### src/rtl/r110_pkg.sv
package r110_pkg;

  // Rule number: bit {left,self,right} of this byte is the next value.
  localparam logic [7:0] RULE_CODE = 8'd110;

  function automatic logic rule_next(input logic left, input logic self_v, input logic right);
    logic [2:0] nbh;
    nbh = {left, self_v, right};
    return RULE_CODE[nbh];
  endfunction

endpackage

### src/rtl/r110_cell.sv
module r110_cell
  import r110_pkg::*;
#(
  parameter logic SEED_VAL = 1'b0
) (
  input  logic clk,
  input  logic rst,
  input  logic left_i,
  input  logic right_i,
  input  logic step_i,
  input  logic load_i,
  input  logic load_val_i,
  output logic state_o
);

  logic nxt;

  always_comb nxt = rule_next(left_i, state_o, right_i);

  // Load wins over stepping; hold otherwise.
  always_ff @(posedge clk) begin
    if (rst) begin
      state_o <= SEED_VAL;
    end else if (load_i) begin
      state_o <= load_val_i;
    end else if (step_i) begin
      state_o <= nxt;
    end
  end

endmodule

### src/rtl/r110_wr_decode.sv
module r110_wr_decode #(
  parameter int NUM_BLKS = 32,
  parameter int ADDR_W   = 5
) (
  input  logic              hold_n,
  input  logic              wr_n,
  input  logic [ADDR_W-1:0] blk_addr,
  output logic [NUM_BLKS-1:0] blk_we,
  output logic              step_en
);

  // Any write freezes evolution for the cycle.
  always_comb step_en = hold_n & wr_n;

  for (genvar b = 0; b < NUM_BLKS; b++) begin : g_dec
    always_comb blk_we[b] = !wr_n && (blk_addr == ADDR_W'(b));
  end

endmodule

### src/rtl/r110_read_mux.sv
module r110_read_mux #(
  parameter int NUM_CELLS = 256,
  parameter int BLK_W     = 8,
  parameter int ADDR_W    = 5
) (
  input  logic [NUM_CELLS-1:0] cells_i,
  input  logic [ADDR_W-1:0]    addr_i,
  output logic [BLK_W-1:0]     data_o
);

  localparam int NUM_BLKS = NUM_CELLS / BLK_W;

  always_comb begin
    data_o = '0;
    for (int b = 0; b < NUM_BLKS; b++) begin
      if (addr_i == ADDR_W'(b)) data_o = cells_i[b*BLK_W +: BLK_W];
    end
  end

endmodule

### src/rtl/r110_array.sv
module r110_array #(
  parameter int NUM_CELLS = 256,
  parameter int BLK_W     = 8,
  parameter int ADDR_W    = 5
) (
  input  logic              clk,
  input  logic              rst,
  input  logic              hold_n,
  input  logic              wr_n,
  input  logic [ADDR_W-1:0] blk_addr,
  input  logic [BLK_W-1:0]  wr_data,
  output logic [BLK_W-1:0]  rd_data
);

  localparam int NUM_BLKS = NUM_CELLS / BLK_W;

  logic [NUM_CELLS-1:0] cells;
  logic [NUM_CELLS+1:0] padded;
  logic [NUM_BLKS-1:0]  blk_we;
  logic                 step_en;

  // Zero guard cells at both ends: no wrap-around.
  always_comb padded = {1'b0, cells, 1'b0};

  r110_wr_decode #(
    .NUM_BLKS (NUM_BLKS),
    .ADDR_W   (ADDR_W)
  ) u_dec (
    .hold_n   (hold_n),
    .wr_n     (wr_n),
    .blk_addr (blk_addr),
    .blk_we   (blk_we),
    .step_en  (step_en)
  );

  for (genvar b = 0; b < NUM_BLKS; b++) begin : g_blk
    for (genvar k = 0; k < BLK_W; k++) begin : g_bit
      localparam int IDX = b*BLK_W + k;
      r110_cell #(
        .SEED_VAL ((IDX == 0) ? 1'b1 : 1'b0)
      ) u_cell (
        .clk        (clk),
        .rst        (rst),
        .left_i     (padded[IDX+2]),
        .right_i    (padded[IDX]),
        .step_i     (step_en),
        .load_i     (blk_we[b]),
        .load_val_i (wr_data[k]),
        .state_o    (cells[IDX])
      );
    end
  end

  r110_read_mux #(
    .NUM_CELLS (NUM_CELLS),
    .BLK_W     (BLK_W),
    .ADDR_W    (ADDR_W)
  ) u_rd (
    .cells_i (cells),
    .addr_i  (blk_addr),
    .data_o  (rd_data)
  );

endmodule

### config.mk
export PLATFORM = sky130hd
export DESIGN_NAME = r110_array
export DESIGN_NICKNAME = d
export VERILOG_FILES = /design/src/rtl/r110_pkg.sv /design/src/rtl/r110_cell.sv /design/src/rtl/r110_wr_decode.sv /design/src/rtl/r110_read_mux.sv /design/src/rtl/r110_array.sv
export SDC_FILE = /design/constraint.sdc
export NUM_CORES = 1
export LEC_CHECK = 0
export BUFFER_PORTS_ARGS = -buffer_cell sky130_fd_sc_hd__buf_4
export CAP_MARGIN = 15
export CORE_MARGIN = 2
export CORE_UTILIZATION = 43
export DETAILED_ROUTE_END_ITERATION = 10
export HOLD_SLACK_MARGIN = 0.05
export PLACE_DENSITY = 0.67
export SLEW_MARGIN = 10
export SYNTH_ARGS = -nofsm -noshare
export SYNTH_HDL_FRONTEND = slang
export SYNTH_SLANG_ARGS = --single-unit
### constraint.sdc
create_clock -name clk -period 2.2 [get_ports clk]
set_input_delay 0.11 -clock clk [delete_from_list [all_inputs] [get_ports clk]]
set_output_delay 0.11 -clock clk [all_outputs]
set_load 0.005 [all_outputs]
# Word level (Yosys, flattened, before mapping)

Memory sizes are Yosys's and may differ from the RTL's. A register that Yosys moved wholly into a read port is not among the register bits.
Index checks and enable logic that the tools add are counted.

$lt $le $gt $ge: 256
Equality and inequality tests: 31
Mux-type cells: 1,186
Bitwise operators: 1
Reduce and logical (&&, ||, !) cells: 66

Operator list:

| operator             | count |
|---|---|
| $mux W3              | 384 |
| $lt A3 B4 Y1 const B | 255 |
| $mux W1              | 768 |
| $mux W8              | 32 |
| $eq A5 B5 Y1 const B | 16 |
| $reduce_bool A2 Y1   | 32 |
| $eq A5 B4 Y1 const B | 8 |
| $logic_and A1 B1 Y1  | 32 |
| $eq A5 B3 Y1 const B | 4 |
| $eq A5 B2 Y1 const B | 2 |
| $eq A5 B1 Y1 const B | 1 |
| $logic_not A5 Y1     | 1 |
| $bmux W1 S2          | 2 |
| $lt A2 B4 Y1 const B | 1 |
| $and A1 B1 Y1        | 1 |
| $logic_not A1 Y1     | 1 |

Bits in registers: 256
Bits in read-only memories: 2,032
Bits of input ports: 17
Output and inout port bits: 8
Word-level logic and storage cells: 2,050
Memories kept: 254

Memory list:

| name              | words | width | rd ports | clocked after Yosys merged registers in | write ports | RTL line      | RTL |
|---|---|---|---|---|---|---|---|
| (name not given)  | 8     | 1     | 1        | 1                                       | 0           | r110_pkg.sv:9 | `return RULE_CODE[nbh];` |
| (name not given)  | 8     | 1     | 1        | 1                                       | 0           | r110_pkg.sv:9 |  |
| (name not given)  | 8     | 1     | 1        | 1                                       | 0           | r110_pkg.sv:9 |  |
| (name not given)  | 8     | 1     | 1        | 0                                       | 0           | r110_pkg.sv:9 |  |
| (name not given)  | 8     | 1     | 1        | 1                                       | 0           | r110_pkg.sv:9 |  |
| (name not given)  | 8     | 1     | 1        | 1                                       | 0           | r110_pkg.sv:9 |  |
| 248 more memories | --    | --    | --       | --                                      | --          | --            |  |

# Longest topological paths before layout

Gate-level depths: netlist (run 1).

Depth in word-level cells: 33
Gate-level depth with buffers: 12
Mapped depth without buffers: 11

# Modules after synthesis

A second synthesis (run 1) with hierarchy kept.

Cell total of the unflattened synthesis: 3,379
Area total of the unflattened synthesis: 24,728.7 µm²

By module, submodules not included:

| module                                   | instances | cells each | area each (µm²) | seq. area each (µm²) |
|---|---|---|---|---|
| r110_cell (g_blk[0].g_bit[1].u_cell ...) | 255       | 11         | 82.6            | 20.0 |
| r110_read_mux                            | 1         | 512        | 3,278.1         | 0.0 |
| r110_wr_decode                           | 1         | 51         | 311.5           | 0.0 |
| r110_cell (g_blk[0].g_bit[0].u_cell)     | 1         | 10         | 77.6            | 20.0 |
| r110_array                               | 1         | 1          | 3.8             | 0.0 |

# Worst setup path before layout (run 1)

OpenSTA, ideal clock, no wires.

Path kind: input port to flip-flop
Start: input blk_addr[3]
End: register, netlist name g_blk[16].g_bit[1].u_cell.nxt
Library setup time: 0.121 ns
Arrival: 1.874 ns
Data required time: 2.079 ns
Path slack: 0.204 ns
Stages on the path: 10
Buffers on the path: 3
Path through: buf_6 or3b_1 buf_6 buf_2 or3_1 a211oi_2 inv_1 ha_1 inv_1 mux2i_1

RTL lines:

| what        | RTL line         | RTL |
|---|---|---|
| from (decl) | r110_array.sv:10 | `input logic [ADDR_W-1:0] blk_addr,` |

# Final worst setup path (run 1)

Start: register g_blk[3].g_bit[6].u_cell.state_o
End: output rd_data[6]

Word-level cells in the longest chain between the ends: 29

RTL lines:

| what                   | RTL line            | RTL |
|---|---|---|
| from (decl)            | r110_cell.sv:13     | `output logic state_o` |
| from (signal assigned) | r110_cell.sv:25     | `state_o <= load_val_i;` |
| from (signal assigned) | r110_cell.sv:27     | `state_o <= nxt;` |
| $mux W8 (29 in a row)  | r110_read_mux.sv:16 | `if (addr_i == ADDR_W'(b)) data_o = cells_i[b*BLK_W +: BLK_W];` |
| to (decl)              | r110_array.sv:12    | `output logic [BLK_W-1:0] rd_data` |

Every way passes these cells.

==> results.md, run 1 <==
- Antenna Nets Post-Route: 0
- GPL Wtd Cong: ~1
- Max cap viols: 0
- Total grt overflow: 0
- Setup Crit Path Kind: flop to primary output
- Area of the die: 62,200 µm²
- Minimum clock period: 2800 ps
- Met3 Usage GRT: 0.0459
- CP Max Fanout: 2
- Mean post-synth cell area: 8.43 µm²
- Clock transition at the registers of the reported paths: 60 ps
- Critical Path End Type: primary output
- Total design power: slightly below 20 mW
- Post-Syn Instances: approximately 3,100
- Gr busiest metal: met2
- PnR worst setup slack: -597 ps
- Crit path buffers/inverters: 1
- IO buf count: 24
- Startpoint Class: flop
- Top delay family on crit path: simple AND/OR/NAND/NOR gates
- Leak: approximately 12 nW
- Normalized max-slew margin: 0.453
- Setup Skew: between 20 and 30 ps
- Failing checks: negative setup slack
- Grt met1 use: 0.367
- CTS Buf Count: just over 50
- Count leader, synth: inv_1
- Post-Syn Nets: ~3,300
- Post-synth EDFFs: 0
- Final wirelength: between 80,000 and 90,000 µm
- Top cells by count, synth: inv_1 (514), dfxtp_1 (448), nand2_1 (348), a21oi_1 (258), ha_1 (254)
- CP Cell Sequence: mux4_2 -> a22o_1 -> o21ai_2 -> a31oi_1 -> or4_4 -> buf_6
- CP max-delay cell: or4_4
- Antenna Cells: 0
- Setup-failing EPs final: 8
- Initial Util: 0.437
- Share of layout cells above drive strength 1: 0.223
- Via count: 23,400
- Crit path DAT: 2690 ps
- # IOs: 25
- Initial antenna violation count: 2
- Power Density: 616 nW/µm²
- CTS max path bufs: 3
- Placement Setup Slack: -326 ps
- Die Y: about 250 µm
- Unique masters post-synth: between 80 and 90
- Die width: approximately 250 µm
- Sequential share of the synthesized area: 0.346
- Hold Path Origin: wr_data[3]
- Largest net degree at the start of global routing: 84
- CP peak stage delay: approximately 550 ps
- Status: complete, but fails checks
- First-iteration detailed-routing DRC count: roughly 1,800
- H-tree depth: 2
- P&R area growth vs syn: 24.5%
- Placement Rows: 89
- Synth top area share: 0.346
- RSZ-0062 raised after global routing: true
- Synth async-reset ratio: 0
- Nets: about 3,700
- Hold Worst Slack: roughly 110 ps
- Fmax: 357 MHz
- Fin. Hold Viols: 0
- Final max-slew violation count: 0
- Met2 usage: 0.417
- DRC: 0
- Top post-synthesis cells by area: dfxtp_1 (35%), ha_1 (12%), mux2i_1 (8.6%)
- Placeable Area: 59,200 µm²
- Worst Setup SP: g_blk[3].g_bit[6].u_cell.state_o$_SDFFE_PP0N_
- CP required: about 2100 ps
- Worst Max-Slew Pin Slew: ~820 ps
- Reg2Reg Launch Point: g_blk[5].g_bit[0].u_cell.state_o$_SDFFE_PP0N_
- Area after DPL: ~30,000 µm²
- Max VDD drop: roughly 0.00060 V
- Cell area after synthesis: 25,900 µm²
- Total track usage: 0.266
- Vias in the first global route: approximately 22,000
- Vias per Instance: 5.51
- Seq cells post-synth: between 400 and 500
- Setup TNS: -2200 ps
- 1st-pass router iterations: 6
- Ys Warns: 0
- TritonCTS clock tree: built
- Routed wire per std cell: 19.8 µm
- Hold Crit Class: input port to flop
- First-pass GRT wire length: around 130,000 µm
- Clk_lat worst skew: about 630 ps
- Clock Tree Root: clkbuf_16
- Final Cell Area: 32,300 µm²
- Top FF cell, synth: dfxtp_1
- Cell taking the most area after synthesis: dfxtp_1
- DP HPWL: between 60,000 and 70,000 µm
- Part of the cycle the worst path needs: 1.27
- Sink Count: roughly 450
## sequential cells by signal, indices dropped and copies added, names as in the netlist
signal and flops:
g_blk.g_bit.u_cell.state_o 256, g_blk.g_bit.u_cell.nxt 192
## cell type report
cell class / count / area (µm²)
inverters: 514 / 1930
multi-input cells: 1951 / 14500
clock inverters: 24 / 309
flip-flops and latches: 448 / 9020
well taps: 773 / 967
repair buffers: 475 / 4060
fillers: 5415 / 27000
clock buffers: 69 / 1470
## worst paths after layout
path	to	slack (ps)	cells after the start
min	g_blk[26].g_bit[3].u_cell.state_o$_SDFFE_PP0N_	110	4
max	rd_data[6]	-600	6
max reg2reg	g_blk[5].g_bit[1].u_cell.nxt$_DFF_P_	210	10
min reg2reg	g_blk[1].g_bit[1].u_cell.state_o$_SDFFE_PP0N_	470	2
## tightest hold or removal path: cells and delay by family
kind,cells,cell delay [ps]
AND/OR/NAND/NOR,1,160
buffers and inverters,2,340
AO/OA/AOI/OAI,1,70
## logic make-up after synthesis
kind of cell,count (synthesis),share of synthesized area
AO/OA/AOI/OAI,746,0.196
adder cells (fa/ha/maj),254,0.123
buffers and inverters,675,0.107
flip-flops,448,0.346
multiplexers,241,0.0988
AND/OR/NAND/NOR,710,0.129
## per-layer routing
layer	routed length [µm]	share of wire	vias up
met1	37300	0.44	11100
met4	2980	0.035	4
met2	37200	0.44	866
met3	6600	0.079	183
met5	33	0.00039	-
li1	-	-	11200
## report_power, final
group	switching, mW	leakage [nW]	internal, mW
clock	3.64	0.883	5.40
sequential	0.136	3.64	8.32
combinational	1.43	7.36	0.939
total	5.21	11.9	14.7
## layout by cell type, fill, tap and decap left out, types with 9 or more instances in the layout
cell / n
buf_12: 37
a31oi_1: 39
mux2i_1: 220
nor2b_1: 13
clkbuf_16: 51
o21ai_0: 35
clkinv_2: 11
a311oi_2: 13
o211ai_1: 25
o22ai_1: 19
mux4_2: 11
dfxtp_2: 26
nor2_8: 10
a22oi_1: 150
a211oi_1: 60
ha_1: 254
a21oi_1: 255
dfxtp_1: 417
inv_1: 511
a211oi_2: 26
nor2_1: 224
buf_4: 428
clkbuf_8: 13
nor3_1: 12
a21oi_2: 28
nand2_1: 347
nand2b_1: 10
nand3_1: 13
nor2_2: 9
nor2_4: 18
## stage by stage
| stage | cells | util |
|---|---|---|
| final | 4254 | 0.545 |
| after CTS | 4252 | 0.542 |
| after global routing | 4254 | 0.545 |
| after global placement | 4156 | 0.507 |
| after floorplan | 3074 | - |
| after detailed placement | 4156 | 0.507 |
## what timing repair did
item / in CTS / in global routing
gates resized for setup: 73 / 37
setup endpoints to repair: 8 / 8
pin swaps: 24 / 12
hold buffers: 5 / 0
setup buffers: 1 / 2
gates cloned: 0 / 0
endpoints found under the hold margin: 34 / 0
Power figures use the tool's default switching activity.
==> run 2: changes to the inputs <==
--- a/config.mk
+++ b/config.mk
@@ -15,4 +15,5 @@
 export SLEW_MARGIN = 10
 export SYNTH_ARGS = -nofsm -noshare
 export SYNTH_HDL_FRONTEND = slang
+export SYNTH_HIERARCHICAL = 1
 export SYNTH_SLANG_ARGS = --single-unit
==> constraint.sdc (replaced) <==
create_clock -name clk -period 2.2 [get_ports clk]
set_input_delay 0.33 -clock clk [delete_from_list [all_inputs] [get_ports clk]]
set_output_delay 0.33 -clock clk [all_outputs]
set_load 0.005 [all_outputs]
==> run 2 against run 1 <==
Net effect:
- the flow still finishes with violations (negative setup slack)
- clock skew shrank 11 ps
- sequential cell count shrank 192
- critical path depth grew 2
- register-to-register slack gained 530 ps
- maximum frequency shrank 0.64%
- first-iteration DRC count grew 16%
- sequential power shrank 42%
- wire length shrank 6.1%
- sequential share of layout area shrank 11 points
- critical path type unchanged
- critical endpoint is now rd_data[0]
- highest routed layer is now met4
==> results.md, run 2 <==
- Status: complete, but fails checks (unchanged)
- Failing checks: negative setup slack (unchanged)
- Largest net degree at the start of global routing: 62 (was 84)
- Ys Warns: 6 (was 0)
- Final Cell Area: 30,500 µm² (was 32,300 µm²)
- Main combinational cell family by area after synthesis: compound AO/OA/AOI/OAI gates (unchanged)
- Worst Max-Slew Pin Slew: 737 ps (was 821 ps)
- Hold Crit Class: input port to flop (unchanged)
- Vias in the first global route: 22,600 (was 22,400)
- Via count: 24,500 (was 23,400)
- Synth async-reset ratio: 0 (unchanged)
- Top FF cell, synth: dfxtp_1 (unchanged)
- First-pass GRT wire length: 125,000 µm (was 130,000 µm)
- Minimum clock period: 2820 ps (was 2800 ps)
- P&R area growth vs syn: 23.2% (was 24.5%)
- Critical Path End Type: primary output (unchanged)
- Startpoint Class: flop (unchanged)
- Most common cell after layout, fill and taps aside: inv_1 (unchanged)
- Final wirelength: 78,900 µm (was 84,100 µm)
- CP required: 1870 ps (was 2090 ps)
- Leak: 12.4 nW (was 11.9 nW)
- Total design power: 13.0 mW (was 19.9 mW)
- Initial antenna violation count: 1 (was 2)
- Clk_lat worst skew: 550 ps (was 630 ps)
- Mean post-synth cell area: 7.32 µm² (was 8.43 µm²)
- Unique masters post-synth: 79 (was 85)
- # IOs: 25 (unchanged)
- Seq cells post-synth: 256 (was 448)
- Post-Synth Simple-Gate Area: 0.149 (was 0.129)
- Total track usage: 0.261 (was 0.266)
- Crit path buffers/inverters: 1 (unchanged)
- Clock Tree Root: clkbuf_16 (unchanged)
- CP max-delay cell: mux4_2 (was or4_4)
- Mux cell area share after synthesis: 0.0248 (was 0.0988)
- PnR worst setup slack: -615 ps (was -597 ps)
- Setup Skew: 15.9 ps (was 26.7 ps)
- Cell taking the most area after synthesis: dfxtp_1 (unchanged)
- Area after DPL: 28,900 µm² (was 30,000 µm²)
- Commonest cells after routing, fill and taps aside: inv_1 (1,027), buf_4 (356), nor2_1 (329) (was inv_1 (511), buf_4 (428), dfxtp_1 (417))
- Crit path DAT: 2490 ps (was 2690 ps)
- Fillers: 5,321 (was 5,415)
- Sink Count: 256 (was 448)
- Placeable Area: 56,600 µm² (was 59,200 µm²)
- Compound-Gate Fraction of Synth Area: 0.318 (was 0.196)
- CTS Buf Count: 34 (was 51)
- 1st-pass router iterations: 8 (was 6)
- GPL Wtd Cong: 0.996 (was 1.00)
- CP peak stage delay: 500 ps (was 550 ps)
- Total grt overflow: 0 (unchanged)
- First-iteration detailed-routing DRC count: 2,147 (was 1,845)
- Final max-slew violation count: 0 (unchanged)
- CTS max path bufs: 3 (unchanged)
- Most flop-heavy register: g_blk.g_bit.u_cell/state_o (was g_blk.g_bit.u_cell.state_o)
- CTS Hold Bufs: 0 (was 5)
- Nets: 4,039 (was 3,712)
- DRC: 0 (unchanged)
- Top post-synthesis cells by area: dfxtp_1 (21%), inv_1 (16%), a221oi_2 (15%) (was dfxtp_1 (35%), ha_1 (12%), mux2i_1 (8.6%))
- Placement Rows: 87 (was 89)
- Biggest regs: g_blk.g_bit.u_cell/state_o: 256 flops
- TritonCTS clock tree: built (unchanged)
- Setup-failing EPs final: 8 (unchanged)
- Die width: 244 µm (was 249 µm)
- Die Y: 244 µm (was 249 µm)
- RSZ-0062 raised after global routing: true (unchanged)
- Vias per Instance: 5.39 (was 5.51)
- Post-synth EDFFs: 0 (unchanged)
- Max cap viols: 0 (unchanged)
- Routed wire per std cell: 17.4 µm (was 19.8 µm)
- Largest register FFs: 256 (unchanged)
- Synth Area in XOR/XNOR: 0 (unchanged)
- Power Density: 428 nW/µm² (was 616 nW/µm²)
- IO buf count: 24 (unchanged)
- Share of layout cells above drive strength 1: 0.221 (was 0.223)
- Adder-cell share of the synthesized area: 0.130 (was 0.123)
- Post-Syn Instances: 3,379 (was 3,074)
- Cell area after synthesis: 24,700 µm² (was 25,900 µm²)
- Initial Util: 0.437 (about the same)
- H-tree depth: 2 (unchanged)
- Antenna Nets Post-Route: 0 (unchanged)
- DP HPWL: 55,700 µm (was 61,700 µm)
- Area of the die: 59,400 µm² (was 62,200 µm²)
- Max VDD drop: 0.000393 V (was 0.000596 V)
- CP Max Fanout: 2 (unchanged)
- Fin. Hold Viols: 0 (unchanged)
- Fmax: 355 MHz (was 357 MHz)
- Synth top area share: 0.207 (was 0.346)
- Part of the cycle the worst path needs: 1.28 (was 1.27)
- Top delay family on crit path: compound AO/OA/AOI/OAI gates (was simple AND/OR/NAND/NOR gates)
- Top cells by count, synth: inv_1 (1,028), nor2_1 (330), a21oi_1 (313), and2_1 (258), o21ai_1 (257) (was inv_1 (514), dfxtp_1 (448), nand2_1 (348), a21oi_1 (258), ha_1 (254))
- Setup TNS: -3600 ps (was -2200 ps)
- Normalized max-slew margin: 0.508 (was 0.453)
- Count leader, synth: inv_1 (unchanged)
- Clock transition at the registers of the reported paths: 60 ps (about the same)
- Setup Crit Path Kind: flop to primary output (unchanged)
- CP Cell Sequence: mux4_2 -> a22oi_2 -> o21ai_2 -> o211ai_2 -> o211ai_1 -> o311ai_2 -> a31oi_2 -> buf_4 (was mux4_2 -> a22o_1 -> o21ai_2 -> a31oi_1 -> or4_4 -> buf_6)
- Sequential share of the synthesized area: 0.207 (was 0.346)
[run 2: cell types whose count changed after synthesis, sizes merged, moves of 59 or more]
cell    previous run  this run
a211oi            86         3
a221oi             8       258
a22oi            151         7
and2               5       259
clkbuf            70        11
dfxtp            448       256
inv              514      1028
mux2i            222        31
nand2            349        44
nor2             261       331
o21ai             47       305
[run 2: layout make-up]
class                      count  area (µm²)  share of cell area
antenna                        1        2.50           0.0000822
clock buffer                  49         978              0.0321
clock inverter                 9         128             0.00419
inverter                    1029        3860               0.127
multi-input combinational   2035       15700               0.515
sequential                   256        5170               0.170
tap                          756         946              0.0311
timing repair buffer         410        3680               0.121
[run 2: repair_timing]
item                       CTS  global route
setup endpoints to repair    8             8
cloned                       0             1
gates resized for setup     88            33
pin swaps                   35            20
buffers inserted             3             0
[run 2: routing by layer]
| layer | global-route usage | vias up | wire (µm) |
|---|---|---|---|
| met1 | 0.361 | 11500 | 36000 |
| met5 | 0 | - | 0 |
| met2 | 0.404 | 785 | 34500 |
| met3 | 0.0394 | 175 | 5470 |
| li1 | - | 12000 | - |
| met4 | 0.105 | 0 | 3020 |
[run 2: through the flow]
| step | instances | worst slack (ps) | utilization | hold WS (ps) |
|---|---|---|---|---|
| CTS | 4543 | -628 | 0.536 | 170 |
| global placement | 4485 | -628 | 0.511 | 635 |
| floorplan | 3381 | -1050 | - | 396 |
| finish | 4545 | -615 | 0.538 | 187 |
| detailed placement | 4485 | -590 | 0.511 | 642 |
| global route | 4544 | -635 | 0.538 | 193 |
[run 2: cells by family (layout without fill, tap and decap cells)]
family,Yosys count,after routing
compound gates,991,991
fa+ha+maj,256,256
buf+inv,1090,1497
flops,256,256
mux,54,54
other cells,1,4
simple gates,731,731
[run 2: power breakdown]
part           switching, mW  total (mW)  internal [mW]
Clock                   2.25        5.69           3.44
Sequential             0.159        4.90           4.74
Combinational           1.50        2.45          0.951
Total                   3.91        13.0           9.13
[run 2: worst paths after layout]
kind / startpoint / end / slack [ps] / cells past startpoint
worst max register to register: g_blk[17].g_bit[6].u_cell/state_o$_SDFFE_PP0P_ / g_blk[17].g_bit[6].u_cell/state_o$_SDFFE_PP0P_ / 740 / 6
worst max-delay path: g_blk[3].g_bit[0].u_cell/state_o$_SDFFE_PP0P_ / rd_data[0] / -620 / 8
worst min-delay path: rst / g_blk[23].g_bit[7].u_cell/state_o$_SDFFE_PP0P_ / 190 / 2
worst min register to register: g_blk[5].g_bit[1].u_cell/state_o$_SDFFE_PP0P_ / g_blk[5].g_bit[1].u_cell/state_o$_SDFFE_PP0P_ / 640 / 2
